===== src/rtl/rat_pkg.sv =====
package rat_pkg;
  localparam int DEF_LANES     = 4;
  localparam int DEF_AREG_W    = 3;
  localparam int DEF_NUM_UNITS = 4;
  localparam int DEF_NUM_BUS   = 2;

  typedef enum logic [1:0] {
    UNIT_LDST = 2'd0,
    UNIT_ADD1 = 2'd1,
    UNIT_ADD2 = 2'd2,
    UNIT_ADD3 = 2'd3
  } unit_e;
endpackage


===== src/rtl/rat_rst_sync.sv =====
module rat_rst_sync (
  input  logic clk,
  input  logic rst_n_i,
  output logic rst_n_o
);
  logic [1:0] sync_q;

  always_ff @(posedge clk or negedge rst_n_i) begin
    if (!rst_n_i) sync_q <= 2'b00;
    else          sync_q <= {sync_q[0], 1'b1};
  end

  assign rst_n_o = sync_q[1];
endmodule


===== src/rtl/rat_entry.sv =====
module rat_entry #(
  parameter int LANES   = 4,
  parameter int TAG_W   = 2,
  parameter int NUM_BUS = 2
) (
  input  logic                     clk,
  input  logic                     rst_n,
  input  logic                     flush_i,
  input  logic [LANES-1:0]         wr_i,
  input  logic [LANES*TAG_W-1:0]   wr_tag_i,
  input  logic [NUM_BUS-1:0]       bc_valid_i,
  input  logic [NUM_BUS*TAG_W-1:0] bc_tag_i,
  output logic                     busy_o,
  output logic [TAG_W-1:0]         tag_o
);
  logic             busy_q, busy_d;
  logic [TAG_W-1:0] tag_q, tag_d;
  logic             load_en;
  logic             wake;
  logic [TAG_W-1:0] wr_tag;

  always_comb begin
    wake   = 1'b0;
    wr_tag = tag_q;
    for (int b = 0; b < NUM_BUS; b++)
      if (bc_valid_i[b] && bc_tag_i[b*TAG_W +: TAG_W] == tag_q) wake = busy_q;
    // highest lane wins the entry
    for (int l = 0; l < LANES; l++)
      if (wr_i[l]) wr_tag = wr_tag_i[l*TAG_W +: TAG_W];

    busy_d  = busy_q;
    tag_d   = tag_q;
    load_en = 1'b0;
    if (flush_i) begin
      busy_d  = 1'b0;
      load_en = busy_q;
    end else if (|wr_i) begin
      busy_d  = 1'b1;
      tag_d   = wr_tag;
      load_en = 1'b1;
    end else if (wake) begin
      busy_d  = 1'b0;
      load_en = 1'b1;
    end
  end

  always_ff @(posedge clk or negedge rst_n) begin
    if (!rst_n) begin
      busy_q <= 1'b0;
      tag_q  <= '0;
    end else if (load_en) begin
      busy_q <= busy_d;
      tag_q  <= tag_d;
    end
  end

  assign busy_o = busy_q;
  assign tag_o  = tag_q;
endmodule


===== src/rtl/rat_srcsel.sv =====
module rat_srcsel #(
  parameter int LANES   = 4,
  parameter int AREG_W  = 3,
  parameter int TAG_W   = 2,
  parameter int NUM_BUS = 2,
  localparam int NUM_AREGS = 1 << AREG_W,
  localparam int FW        = LANES - 1
) (
  input  logic [LANES*AREG_W-1:0]  src1_i,
  input  logic [LANES*AREG_W-1:0]  src2_i,
  input  logic [NUM_AREGS-1:0]     tab_busy_i,
  input  logic [NUM_AREGS*TAG_W-1:0] tab_tag_i,
  input  logic [FW-1:0]            fw_wr_i,
  input  logic [FW*AREG_W-1:0]     fw_dst_i,
  input  logic [FW*TAG_W-1:0]      fw_tag_i,
  input  logic [NUM_BUS-1:0]       bc_valid_i,
  input  logic [NUM_BUS*TAG_W-1:0] bc_tag_i,
  output logic [LANES-1:0]         rdy1_o,
  output logic [LANES*TAG_W-1:0]   tag1_o,
  output logic [LANES-1:0]         rdy2_o,
  output logic [LANES*TAG_W-1:0]   tag2_o
);
  function automatic logic [TAG_W:0] resolve(input logic [AREG_W-1:0] s, input int lane);
    logic             r;
    logic             hit;
    logic [TAG_W-1:0] t;
    t   = tab_tag_i[int'(s)*TAG_W +: TAG_W];
    hit = 1'b0;
    for (int b = 0; b < NUM_BUS; b++)
      if (bc_valid_i[b] && bc_tag_i[b*TAG_W +: TAG_W] == t) hit = 1'b1;
    r = !tab_busy_i[s] || hit;
    // older producer in the same group overrides the table
    for (int j = 0; j < FW; j++)
      if (j < lane && fw_wr_i[j] && fw_dst_i[j*AREG_W +: AREG_W] == s) begin
        r = 1'b0;
        t = fw_tag_i[j*TAG_W +: TAG_W];
      end
    return {r, t};
  endfunction

  always_comb begin
    for (int l = 0; l < LANES; l++) begin
      {rdy1_o[l], tag1_o[l*TAG_W +: TAG_W]} = resolve(src1_i[l*AREG_W +: AREG_W], l);
      {rdy2_o[l], tag2_o[l*TAG_W +: TAG_W]} = resolve(src2_i[l*AREG_W +: AREG_W], l);
    end
  end
endmodule


===== src/rtl/rat_rename.sv =====
module rat_rename #(
  parameter int LANES     = rat_pkg::DEF_LANES,
  parameter int AREG_W    = rat_pkg::DEF_AREG_W,
  parameter int NUM_UNITS = rat_pkg::DEF_NUM_UNITS,
  parameter int NUM_BUS   = rat_pkg::DEF_NUM_BUS,
  localparam int TAG_W     = $clog2(NUM_UNITS),
  localparam int NUM_AREGS = 1 << AREG_W
) (
  input  logic                     clk,
  input  logic                     rst_n,
  input  logic                     flush_i,
  input  logic [LANES-1:0]         dec_valid_i,
  input  logic [LANES-1:0]         dec_dst_valid_i,
  input  logic [LANES*AREG_W-1:0]  dec_dst_i,
  input  logic [LANES*TAG_W-1:0]   dec_tag_i,
  input  logic [LANES*AREG_W-1:0]  dec_src1_i,
  input  logic [LANES*AREG_W-1:0]  dec_src2_i,
  input  logic [NUM_BUS-1:0]       bc_valid_i,
  input  logic [NUM_BUS*TAG_W-1:0] bc_tag_i,
  output logic [LANES-1:0]         src1_rdy_o,
  output logic [LANES*TAG_W-1:0]   src1_tag_o,
  output logic [LANES-1:0]         src2_rdy_o,
  output logic [LANES*TAG_W-1:0]   src2_tag_o
);
  logic                       rst_sync_n;
  logic [LANES-1:0]           lane_wr;
  logic [NUM_AREGS-1:0]       tab_busy;
  logic [NUM_AREGS*TAG_W-1:0] tab_tag;
  logic [LANES-1:0]           ent_wr [NUM_AREGS];

  rat_rst_sync u_rst (.clk(clk), .rst_n_i(rst_n), .rst_n_o(rst_sync_n));

  assign lane_wr = dec_valid_i & dec_dst_valid_i;

  for (genvar r = 0; r < NUM_AREGS; r++) begin : g_ent
    for (genvar l = 0; l < LANES; l++) begin : g_dec
      assign ent_wr[r][l] = lane_wr[l] && (dec_dst_i[l*AREG_W +: AREG_W] == AREG_W'(r));
    end
    rat_entry #(.LANES(LANES), .TAG_W(TAG_W), .NUM_BUS(NUM_BUS)) u_entry (
      .clk(clk), .rst_n(rst_sync_n), .flush_i(flush_i),
      .wr_i(ent_wr[r]), .wr_tag_i(dec_tag_i),
      .bc_valid_i(bc_valid_i), .bc_tag_i(bc_tag_i),
      .busy_o(tab_busy[r]), .tag_o(tab_tag[r*TAG_W +: TAG_W])
    );
  end

  rat_srcsel #(.LANES(LANES), .AREG_W(AREG_W), .TAG_W(TAG_W), .NUM_BUS(NUM_BUS)) u_srcsel (
    .src1_i(dec_src1_i), .src2_i(dec_src2_i),
    .tab_busy_i(tab_busy), .tab_tag_i(tab_tag),
    .fw_wr_i(lane_wr[LANES-2:0]),
    .fw_dst_i(dec_dst_i[(LANES-1)*AREG_W-1:0]),
    .fw_tag_i(dec_tag_i[(LANES-1)*TAG_W-1:0]),
    .bc_valid_i(bc_valid_i), .bc_tag_i(bc_tag_i),
    .rdy1_o(src1_rdy_o), .tag1_o(src1_tag_o),
    .rdy2_o(src2_rdy_o), .tag2_o(src2_tag_o)
  );
endmodule


===== config.mk =====
export PLATFORM = sky130hd
export DESIGN_NAME = rat_rename
export DESIGN_NICKNAME = d
export VERILOG_FILES = /design/src/rtl/rat_pkg.sv /design/src/rtl/rat_rst_sync.sv /design/src/rtl/rat_entry.sv /design/src/rtl/rat_srcsel.sv /design/src/rtl/rat_rename.sv
export SDC_FILE = /design/constraint.sdc
export NUM_CORES = 1
export LEC_CHECK = 0
export BUFFER_PORTS_ARGS = -buffer_cell sky130_fd_sc_hd__buf_2
export CELL_PAD_IN_SITES_DETAIL_PLACEMENT = 0
export CELL_PAD_IN_SITES_GLOBAL_PLACEMENT = 1
export CORE_ASPECT_RATIO = 0.6
export CORE_MARGIN = 3
export CORE_UTILIZATION = 40
export CTS_BUF_LIST = sky130_fd_sc_hd__clkbuf_16
export CTS_CLUSTER_DIAMETER = 60
export DETAILED_ROUTE_END_ITERATION = 8
export PLACE_DENSITY_LB_ADDON = 0.08
export SYNTH_ARGS = -nofsm -noshare
export SYNTH_HDL_FRONTEND = slang
export SYNTH_SLANG_ARGS = --single-unit

===== constraint.sdc =====
create_clock -name clk -period 2.4 [get_ports clk]
set_input_delay 0.24 -clock clk [delete_from_list [all_inputs] [get_ports clk]]
set_output_delay 0.24 -clock clk [all_outputs]
set_load 0.005 [all_outputs]

==> results of run 1 <==
==> worst max-delay path, delay by kind of cell, from the launching register on <==
kind | cells | cell delay [ns]
buf+inv | 1 | 0.17
mux | 2 | 0.72
flops | 1 | 0.48
xor+xnor | 1 | 0.19
compound gates | 2 | 0.53
==> metal layers <==
metal | vias to the layer above | routed length (µm) | global-route usage [%]
met5 | - | 0 | 0
met4 | 0 | 213 | 2.66
met3 | 20 | 2570 | 8.90
met2 | 348 | 8100 | 39.6
met1 | 2587 | 9280 | 44.3
li1 | 2264 | - | -
==> layout by cell type (no fill, tap or decap), types with 3 or more instances in the layout <==
cell                        synthesis  final
sky130_fd_sc_hd__nor2_1            31     30
sky130_fd_sc_hd__a21oi_2            0      4
sky130_fd_sc_hd__mux4_1             4      4
sky130_fd_sc_hd__nor4_1            11     10
sky130_fd_sc_hd__mux2_2            18     16
sky130_fd_sc_hd__inv_1              5      5
sky130_fd_sc_hd__a31oi_1           16     15
sky130_fd_sc_hd__xor2_1            54     54
sky130_fd_sc_hd__nor2b_1            4      4
sky130_fd_sc_hd__buf_4              0     59
sky130_fd_sc_hd__a21oi_1           14     10
sky130_fd_sc_hd__nand3b_1           3      3
sky130_fd_sc_hd__dfrtp_1           26     10
sky130_fd_sc_hd__clkbuf_16          0      3
sky130_fd_sc_hd__nand2_1           47     47
sky130_fd_sc_hd__a211oi_1          16     14
sky130_fd_sc_hd__o21ai_0            4      4
sky130_fd_sc_hd__nor4_2             2      3
sky130_fd_sc_hd__xnor2_1           40     40
sky130_fd_sc_hd__mux2i_1           22     17
sky130_fd_sc_hd__a41o_1             8      8
sky130_fd_sc_hd__buf_6              2      6
sky130_fd_sc_hd__or3_1              3      3
sky130_fd_sc_hd__buf_2             19     85
sky130_fd_sc_hd__and3_1            18     18
sky130_fd_sc_hd__mux4_2            44     44
sky130_fd_sc_hd__nand3_1           36     35
sky130_fd_sc_hd__nor3_1             5      5
sky130_fd_sc_hd__dfrtp_2            0     16
sky130_fd_sc_hd__o21ai_1            8      8
sky130_fd_sc_hd__o31ai_1           18     18
sky130_fd_sc_hd__mux2i_4            4     11
==> per-stage QoR <==
stage / hold WS [ns] / setup slack [ns] / instances / TNS [ns] / area, µm²
2_1_floorplan: -0.0556 / 0.319 / 558 / 0 / 4990
3_3_place_gp: 0.0254 / 0.0534 / 775 / 0 / 5630
3_5_place_dp: 0.0277 / 0.0101 / 775 / 0 / 5630
4_1_cts: 0.287 / -0.193 / 799 / -0.824 / 5970
5_1_grt: 0.291 / -0.260 / 805 / -1.60 / 6100
6_report: 0.288 / -0.184 / 805 / -0.989 / 6100
==> report_power, final <==
| group | internal, µW | switching, µW | leakage, µW |
|---|---|---|---|
| clock | 223 | 158 | 0.0000385 |
| sequential | 554 | 234 | 0.000307 |
| combinational | 1400 | 1190 | 0.00207 |
==> state kept, by name, indices dropped and copies added, names as in the netlist <==
name and cells:
g_ent.u_entry.tag_o 16, u_rst.sync_q 2, g_ent.u_entry.busy_o 8
==> cell type report <==
cell class	count	area, µm²	share of cell area [%]
multi-input cells	458	4180	68.6
repair buffers	151	946	15.5
clock inverters	1	3.75	0.0615
well taps	160	200	3.28
clock buffers	3	75.1	1.23
flip-flops and latches	26	671	11.0
inverters	6	22.5	0.369
==> logic make-up (layout without fill, tap and decap cells) <==
kind of cell           count (synthesis)  after routing  synth area share, %
AO/OA/AOI/OAI                         90             90                 12.6
multiplexers                          98             98                 33.8
flip-flops                            26             26                 13.0
other                                  1              1               0.0751
XOR/XNOR                              94             94                 16.5
buffers and inverters                 74            161                 6.34
AND/OR/NAND/NOR                      175            175                 17.7
==> timing repair <==
item	in CTS	in global routing
setup buffers	19	6
pin swaps	10	14
endpoints found under the setup margin	8	9
resized for setup	36	18
hold buffers	1	0
endpoints found under the hold margin	2	0
==> final timing paths <==
kind	start	endpoint	slack (ns)
worst max-delay path	g_ent[0].u_entry.tag_o[1]$_DFFE_PN0P_	src1_rdy_o[3]	-0.18
worst min-delay path	rst_n	u_rst.sync_q[0]$_DFF_PN0_	0.29
worst max register to register	g_ent[7].u_entry.tag_o[1]$_DFFE_PN0P_	g_ent[7].u_entry.busy_o$_DFFE_PN0P_	0.78
worst min register to register	u_rst.sync_q[0]$_DFF_PN0_	u_rst.sync_q[1]$_DFF_PN0_	0.36
max in group asynchronous	u_rst.sync_q[1]$_DFF_PN0_	g_ent[5].u_entry.tag_o[0]$_DFFE_PN0P_	1.26
min in group clk	u_rst.sync_q[0]$_DFF_PN0_	u_rst.sync_q[1]$_DFF_PN0_	0.36
==> flow_summary.toml, run 1 <==
[run_status]
status = "finished with violations"
failed_checks = "negative setup slack"

[layout]
finish.net_count = 707
layout.core_utilization_pct = 51.9
area_growth_pct = 22.1
drive_gt1_share_pct = 40.3
antenna-diode-count = 0
num-fill-cells = 1078

[routing]
wl_per_cell_um = 25.0
detailroute.via_count = 5219
drt-pass1-iter-count = 5
number_of_violations_reported_at_the_end_of_detailed_routing_iteration_0 = 602
antenna_violating_nets_post_route = 0
drc = 0
totalWireLength_mm = 20.2
route.detailed.vias_per_inst = 6.48

[power]
power.density_nw_per_um2 = 616
report.power.total_uw = 3760
ir_worst_vdd_mv = 0.470
p_leak_uw = 0.00242

[clock_network]
path_clk_slew_ns = 0.07
tritoncts_clock_tree = "done"
ctsRootBufferMaster = "sky130_fd_sc_hd__clkbuf_16"
clock_insertion_delay_at_the_later_pin_of_the_skew_report_ns = 0.26
cts_buf_count = 3
clock_net_sink_count = 26
cts_max_path_buffers = 2
htree_num_levels = 1

[placed_design]
port_buf_inserts = 84
place_hpwl_mm = 15.2
gp_routability_congestion = 0.915

[worst_setup_path]
cp_slowest_stage_delay_ns = 0.51
startpoint_type = "flip-flop"
wp_data_arrival_ns = 2.34
required_ns = 2.16
critical_path_peak_fanout = 9
reg2regPathDepth = 7
crit_path_top_delay_cell = "sky130_fd_sc_hd__mux4_2"
crit_type = "reg2out"
critical_path.cell_chain = "mux4_2, mux2i_4, xor2_1, a31oi_2, a2111oi_4, buf_2"
critical_path.endpoint_type = "output pin"

[synth]
library_cell_occupying_the_most_area_in_the_post_synthesis_netlist = "sky130_fd_sc_hd__mux4_2"
yosysMostFrequentCell = "sky130_fd_sc_hd__xor2_1"
postSynth.asyncResetShare_pct = 100
synth.cell_area_um2 = 4990
number_of_flops_mapped_to_enable_cells_by_yosys = 0
synthCells = 558
netlist.area_leader.share_pct = 19.8
ys_seq_elements = 26
synth_flop_cell = "sky130_fd_sc_hd__dfrtp_1"
synthTopCellsByArea = "sky130_fd_sc_hd__mux4_2, sky130_fd_sc_hd__dfrtp_1, sky130_fd_sc_hd__xor2_1, sky130_fd_sc_hd__xnor2_1, sky130_fd_sc_hd__mux2i_1"
synth_unique_cells = 46
synth.avg_cell_area_um2 = 8.95
ys.warnings.count = 0
synth_sequential_area_ratio_pct = 13.0
postSynthNetCount = 619
post_synth_top_cells = "sky130_fd_sc_hd__xor2_1, sky130_fd_sc_hd__nand2_1, sky130_fd_sc_hd__mux4_2"

[timing]
final_hold_viols = 0
finalSetupViolCount = 7
fin_worst_skew_ns = 0.00508
relative_slew_slack_pct = 30.1
rsz_0062_raised_after_global_routing = "yes"
finalWorstSetupSlack_ns = -0.184
finalCritPeriodShare_pct = 108
timing.final.crit_period_ns = 2.58
timing_max_transition_violations_final = 0
max_freq_mhz = 387
tightest_slew_ns = 1.05

[floorplan]
die-height_um = 92.5
floorplan.initialDensity_pct = 42.5
ios = 85
die_area_um2 = 13900
core_um2 = 11700
rows = 30
floorplan.die.width_um = 150

[global_routing]
global_route_wire_length_before_repair_mm = 30.2
grt.total_usage_pct = 28.5
grt_overflow = 0
pin_count_of_the_biggest_net_entering_global_routing = 25
antenna_violations_before_repair = 0
vias_in_the_first_global_route = 4964

[hold_path]
timing.hold.worst.class = "in2async"

[job]
maxCapViolCount = 0
Note: power is estimated with default switching activity, not from simulation.
==> run 2, diff against run 1 <==
--- a/config.mk
+++ b/config.mk
@@ -17,4 +17,5 @@
 export PLACE_DENSITY_LB_ADDON = 0.08
 export SYNTH_ARGS = -nofsm -noshare
 export SYNTH_HDL_FRONTEND = slang
+export SYNTH_HIERARCHICAL = 1
 export SYNTH_SLANG_ARGS = --single-unit
==> flow_summary.toml, run 2 <==
[global_routing]
antenna_violations_before_repair = 0
grt.total_usage_pct = 25.3
grt_overflow = 0
global_route_wire_length_before_repair_mm = 28.1
pin_count_of_the_biggest_net_entering_global_routing = 33
vias_in_the_first_global_route = 4727

[placed_design]
gp_routability_congestion = 0.903
port_buf_inserts = 84
place_hpwl_mm = 13.4
dpl_cell_area_um2 = 5630
place_inst = 749

[layout]
finalNonFillerCells = 779
multi_input_area_um2 = 4320
final_cell_mix = "sky130_fd_sc_hd__buf_2, sky130_fd_sc_hd__xnor2_1, sky130_fd_sc_hd__mux4_2"
largest_reg_flops = 16
layout.cell_area.non_filler_um2 = 6100
layout.core_utilization_pct = 49.7
drive_gt1_share_pct = 40.7
antenna-diode-count = 0
seqCellArea_um2 = 671
area_growth_pct = 19.4
num-fill-cells = 1162
finish.net_count = 676
mostFrequentLayoutCell = "sky130_fd_sc_hd__buf_2"

[worst_setup_path]
crit_type = "reg2out"
required_ns = 2.16
wp_data_arrival_ns = 2.23
critical_path.endpoint_type = "output pin"
critical_path_peak_fanout = 6
startpoint_type = "flip-flop"

[routing]
drc = 0
detailroute.via_count = 4830
route.detailed.vias_per_inst = 6.20
totalWireLength_mm = 18.2
drt-pass1-iter-count = 5
antenna_violating_nets_post_route = 0
wl_per_cell_um = 23.4
number_of_violations_reported_at_the_end_of_detailed_routing_iteration_0 = 418

[synth]
postSynth.asyncResetShare_pct = 100
number_of_flops_mapped_to_enable_cells_by_yosys = 0
ys.warnings.count = 6
post_synth_top_cells = "sky130_fd_sc_hd__xnor2_1, sky130_fd_sc_hd__mux4_2, sky130_fd_sc_hd__nor2_1"
netlist.area_leader.share_pct = 18.5
synth_sequential_area_ratio_pct = 12.7
synth.cell_area_um2 = 5110
ys_seq_elements = 26
yosysMostFrequentCell = "sky130_fd_sc_hd__xnor2_1"
synth.avg_cell_area_um2 = 9.74
synth_flop_cell = "sky130_fd_sc_hd__dfrtp_1"
postSynthNetCount = 585
synthCells = 524
synthTopCellsByArea = "sky130_fd_sc_hd__mux4_2, sky130_fd_sc_hd__dfrtp_1, sky130_fd_sc_hd__xnor2_1, sky130_fd_sc_hd__mux2i_1, sky130_fd_sc_hd__xor2_1"
library_cell_occupying_the_most_area_in_the_post_synthesis_netlist = "sky130_fd_sc_hd__mux4_2"
synth_unique_cells = 44

[timing]
rsz_0062_raised_after_global_routing = "yes"
fin_worst_skew_ns = 0.00466
relative_slew_slack_pct = 54.8
timing_max_transition_violations_final = 0
finalWorstSetupSlack_ns = -0.0706
fin_setup_tns_ns = -0.353
finalCritPeriodShare_pct = 103
finalSetupViolCount = 7
final_hold_viols = 0
timing.final.crit_period_ns = 2.47
max_freq_mhz = 405
tightest_slew_ns = 0.678

[floorplan]
die-height_um = 93.5
die_area_um2 = 14200
floorplan.initialDensity_pct = 41.7
ios = 85
core_um2 = 12300
rows = 31
floorplan.die.width_um = 152

[power]
ir_worst_vdd_mv = 0.435
report.power.total_uw = 3570
power.density_nw_per_um2 = 586
p_leak_uw = 0.00240

[job]
maxCapViolCount = 0

[hold_path]
timing.hold.worst.class = "reg2async"

[clock_network]
clock_net_sink_count = 26
clock_insertion_delay_at_the_later_pin_of_the_skew_report_ns = 0.26
cts_buf_count = 3
htree_num_levels = 1
cts_max_path_buffers = 2
path_clk_slew_ns = 0.07
tritoncts_clock_tree = "done"
ctsRootBufferMaster = "sky130_fd_sc_hd__clkbuf_16"

[run_status]
failed_checks = "negative setup slack"
status = "finished with violations"
==> run 2: cell count changes in the layout (fill, tap and decap cells not counted), sizes merged, moves of 14 or more <==
| cell | change |
|---|---|
| o211ai | +16 |
| nand2b | +24 |
| a2bb2oi | +16 |
| nand2 | -36 |
| nor2 | +16 |
| o31ai | -18 |
| buf | -30 |
| xnor2 | +28 |
| xor2 | -30 |
| and3 | -17 |
| inv | +14 |
==> run 2: worst max-delay path: stages (launching register included) <==
cell and delay, ns:
sky130_fd_sc_hd__dfrtp_2 0.49, sky130_fd_sc_hd__buf_6 0.17, sky130_fd_sc_hd__mux4_2 0.49, sky130_fd_sc_hd__mux2i_4 0.22, sky130_fd_sc_hd__xor2_1 0.17, sky130_fd_sc_hd__nand3_1 0.10
sky130_fd_sc_hd__a21boi_1 0.18, sky130_fd_sc_hd__buf_2 0.14
==> run 2: where the power goes <==
part | switching [µW] | total (µW) | internal, µW
registers | 313 | 858 | 545
logic | 985 | 2220 | 1240
clock network | 157 | 489 | 332
==> run 2: logic make-up after synthesis <==
group | share of synthesized area [%]
other | 0.0734
muxes | 32.8
DFF | 12.7
buffers and inverters | 5.05
and+or+nand+nor | 20.7
AOI/OAI and AO/OA | 12.8
xor gates and xnor gates | 15.8
==> run 2: what timing repair did <==
action                                  in CTS  in global routing
resized for setup                           35                 15
hold endpoints to repair                     2                  0
pin swaps                                    8                 12
hold buffers                                 1                  0
endpoints found under the setup margin      12                 12
gates cloned                                 0                  0
setup buffers                               19                  6
==> run 2: worst paths after layout <==
path / startpoint / end / slack [ns] / cells past startpoint
setup / recovery: g_ent[5].u_entry/tag_o[0]$_DFFE_PN0P_ / src1_rdy_o[1] / -0.07 / 7
hold / removal: u_rst/sync_q[1]$_DFF_PN0_ / g_ent[5].u_entry/tag_o[1]$_DFFE_PN0P_ / 0.23 / 1
setup reg to reg: g_ent[5].u_entry/tag_o[0]$_DFFE_PN0P_ / g_ent[5].u_entry/busy_o$_DFFE_PN0P_ / 0.87 / 6
hold reg to reg: u_rst/sync_q[1]$_DFF_PN0_ / g_ent[5].u_entry/tag_o[1]$_DFFE_PN0P_ / 0.23 / 1
max in group asynchronous: u_rst/sync_q[1]$_DFF_PN0_ / g_ent[0].u_entry/tag_o[0]$_DFFE_PN0P_ / 1.89 / 1
min in group clk: u_rst/sync_q[0]$_DFF_PN0_ / u_rst/sync_q[1]$_DFF_PN0_ / 0.36 / 0
==> run 2: stage by stage <==
step	setup WS [ns]	hold WS (ns)
global route	-0.185	0.271
finish	-0.0706	0.231
CTS	-0.0506	0.238
detailed placement	0.0885	0.0275
floorplan	0.439	-0.0556
global placement	0.164	0.0245
==> run 2: area by class of cell <==
cell class	instances	area share, %
Timing Repair Buffer	121	11.8
Clock buffer	3	1.23
Inverter	20	1.23
Multi-Input combinational cell	443	70.8
Clock inverter	1	0.493
Sequential cell	26	11.0
Tap cell	165	3.39
==> run 2: metal layers <==
layer,track usage [%],vias up,routed length (µm)
li1,-,2180,-
met1,37.1,2405,8720
met2,38.4,231,7750
met3,7.54,14,1610
met4,2.32,0,153
met5,0,-,0
==> run 3, diff against run 2 <==
--- a/config.mk
+++ b/config.mk
@@ -5,12 +5,13 @@
 export SDC_FILE = /design/constraint.sdc
 export NUM_CORES = 1
 export LEC_CHECK = 0
+export ABC_AREA = 1
 export BUFFER_PORTS_ARGS = -buffer_cell sky130_fd_sc_hd__buf_2
 export CELL_PAD_IN_SITES_DETAIL_PLACEMENT = 0
 export CELL_PAD_IN_SITES_GLOBAL_PLACEMENT = 1
 export CORE_ASPECT_RATIO = 0.6
 export CORE_MARGIN = 3
-export CORE_UTILIZATION = 40
+export CORE_UTILIZATION = 39
 export CTS_BUF_LIST = sky130_fd_sc_hd__clkbuf_16
 export CTS_CLUSTER_DIAMETER = 60
 export DETAILED_ROUTE_END_ITERATION = 8
==> flow_summary.toml, run 3 <==
[layout]
finish.net_count = 1290
layout.core_utilization_pct = 46.1
area_growth_pct = 11.6
largest_reg_flops = 16
antenna-diode-count = 0
final_cell_mix = "sky130_fd_sc_hd__nand2_1, sky130_fd_sc_hd__inv_1, sky130_fd_sc_hd__nand3_1"
num-fill-cells = 1605
mostFrequentLayoutCell = "sky130_fd_sc_hd__nand2_1"
drive_gt1_share_pct = 14.3

[global_routing]
grt.total_usage_pct = 29.2
vias_in_the_first_global_route = 6555
antenna_violations_before_repair = 0
global_route_wire_length_before_repair_mm = 37.7
pin_count_of_the_biggest_net_entering_global_routing = 25
grt_overflow = 0

[clock_network]
clock_insertion_delay_at_the_later_pin_of_the_skew_report_ns = 0.26
clock_net_sink_count = 26
cts_buf_count = 3
path_clk_slew_ns = 0.07
htree_num_levels = 1
tritoncts_clock_tree = "done"
ctsRootBufferMaster = "sky130_fd_sc_hd__clkbuf_16"
cts_max_path_buffers = 2

[floorplan]
rows = 33
floorplan.die.width_um = 164
ios = 85
die_area_um2 = 16500
core_um2 = 14200
die-height_um = 101
floorplan.initialDensity_pct = 41.3

[synth]
netlist.area_leader.share_pct = 24.4
postSynthNetCount = 1214
synthCells = 1153
ys.warnings.count = 6
number_of_flops_mapped_to_enable_cells_by_yosys = 0
library_cell_occupying_the_most_area_in_the_post_synthesis_netlist = "sky130_fd_sc_hd__nand2_1"
synth.avg_cell_area_um2 = 5.07
synth.cell_area_um2 = 5850
synth_flop_cell = "sky130_fd_sc_hd__dfrtp_1"
post_synth_top_cells = "sky130_fd_sc_hd__nand2_1, sky130_fd_sc_hd__inv_1, sky130_fd_sc_hd__nand3_1"
yosysMostFrequentCell = "sky130_fd_sc_hd__nand2_1"
ys_seq_elements = 26
synthTopCellsByArea = "sky130_fd_sc_hd__nand2_1, sky130_fd_sc_hd__nand3_1, sky130_fd_sc_hd__dfrtp_1, sky130_fd_sc_hd__inv_1, sky130_fd_sc_hd__nor2_1"
synth_sequential_area_ratio_pct = 11.1
postSynth.asyncResetShare_pct = 100
synth_unique_cells = 30

[timing]
rsz_0062_raised_after_global_routing = "yes"
timing.final.crit_period_ns = 2.26
tightest_slew_ns = 0.644
max_freq_mhz = 443
fin_worst_skew_ns = 0.00353
relative_slew_slack_pct = 57.1
finalCritPeriodShare_pct = 94.1
timing_max_transition_violations_final = 0
final.hold.worst_slack_ns = 0.236
final_hold_viols = 0
finalSetupViolCount = 0

[routing]
drc = 0
drt-pass1-iter-count = 7
antenna_violating_nets_post_route = 0
route.detailed.vias_per_inst = 5.40
wl_per_cell_um = 17.4
wl_met1_mm = 11.3
highest-signal-layer = "met4"
detailroute.via_count = 7662
totalWireLength_mm = 24.7
number_of_violations_reported_at_the_end_of_detailed_routing_iteration_0 = 847
met2_wirelength_mm = 10.0
wl_met3_mm = 2.93

[hold_path]
timing.hold.worst.class = "reg2async"

[worst_setup_path]
required_ns = 2.16
critical_path_peak_fanout = 8
critical_path.endpoint_type = "output pin"
wp_data_arrival_ns = 2.02
startpoint_type = "flip-flop"
crit_type = "reg2out"
reg2regPathDepth = 6

[placed_design]
gp_routability_congestion = 0.957
place_hpwl_mm = 18.3
port_buf_inserts = 84

[run_status]
status = "finished clean"

[job]
maxCapViolCount = 0

[power]
report.power.total_uw = 2870
p_leak_uw = 0.00374
ir_worst_vdd_mv = 0.319
power.density_nw_per_um2 = 439
## run 3: cells by family after synthesis
| family | synth area share [%] |
|---|---|
| other cells | 0.0641 |
| compound gates | 19.2 |
| simple gates | 51.2 |
| xor+xnor | 3.15 |
| flops | 11.1 |
| buf+inv | 15.3 |
## run 3: metrics by stage
| step | instance area (µm²) | instances | setup slack, ns | setup TNS, ns |
|---|---|---|---|---|
| global placement | 6430 | 1414 | 0.429 | 0 |
| global route | 6530 | 1420 | -0.0325 | -0.0325 |
| floorplan | 5850 | 1153 | 0.930 | 0 |
| detailed placement | 6430 | 1414 | 0.435 | 0 |
| finish | 6530 | 1420 | 0.141 | 0 |
| CTS | 6520 | 1419 | 0.140 | 0 |
## run 3: timing repair
item / 4_1_cts / 5_1_grt
gates resized for setup: 0 / 1
hold buffers: 1 / 0
setup buffers: 0 / 1
endpoints found under the setup margin: 0 / 1
hold endpoints to repair: 2 / 0
## run 3: final cells by class
cell class	count	area [µm²]	share of cell area, %
inverter	193	728	11.2
sequential	26	651	9.97
clock buffer	3	75.1	1.15
timing repair buffer	98	528	8.09
tap	192	240	3.68
multi-input combinational	907	4300	65.9
clock inverter	1	3.75	0.0575
## run 3: path summary, 6_finish.rpt
kind,from,to,slack [ns]
max,g_ent[2].u_entry/tag_o[1]$_DFFE_PN0P_,src2_rdy_o[3],0.14
min,u_rst/sync_q[1]$_DFF_PN0_,g_ent[3].u_entry/busy_o$_DFFE_PN0P_,0.24
max reg2reg,g_ent[4].u_entry/tag_o[0]$_DFFE_PN0P_,g_ent[4].u_entry/busy_o$_DFFE_PN0P_,1.19
min reg2reg,u_rst/sync_q[1]$_DFF_PN0_,g_ent[3].u_entry/busy_o$_DFFE_PN0P_,0.24
max in group asynchronous,u_rst/sync_q[1]$_DFF_PN0_,g_ent[5].u_entry/tag_o[0]$_DFFE_PN0P_,1.91
min in group clk,u_rst/sync_q[0]$_DFF_PN0_,u_rst/sync_q[1]$_DFF_PN0_,0.35
## run 3: where the power goes
part | internal [µW] | leakage [µW] | switching (µW) | total (µW)
logic | 583 | 0.00336 | 1230 | 1810
clock network | 223 | 0.0000385 | 152 | 375
registers | 522 | 0.000333 | 157 | 679
total | 1330 | 0.00374 | 1540 | 2870
## run 3: critical path: stages (launching register included)
cell	delay, ns
sky130_fd_sc_hd__dfrtp_1	0.46
sky130_fd_sc_hd__clkinvlp_4	0.29
sky130_fd_sc_hd__nand2_1	0.13
sky130_fd_sc_hd__nand3_1	0.07
sky130_fd_sc_hd__nand3_1	0.12
sky130_fd_sc_hd__nand2_1	0.12
sky130_fd_sc_hd__nand2_1	0.08
sky130_fd_sc_hd__nand2_1	0.07
sky130_fd_sc_hd__nand3_1	0.07
sky130_fd_sc_hd__nand2_1	0.06
sky130_fd_sc_hd__nor2_1	0.12
sky130_fd_sc_hd__nor2_1	0.05
sky130_fd_sc_hd__buf_2	0.12
## run 3: layer usage
| metal | up-vias | GRT usage [%] |
|---|---|---|
| met5 | - | 0 |
| met4 | 0 | 6.11 |
| met3 | 31 | 4.76 |
| met2 | 421 | 42.8 |
| met1 | 3385 | 44.7 |
| li1 | 3825 | - |
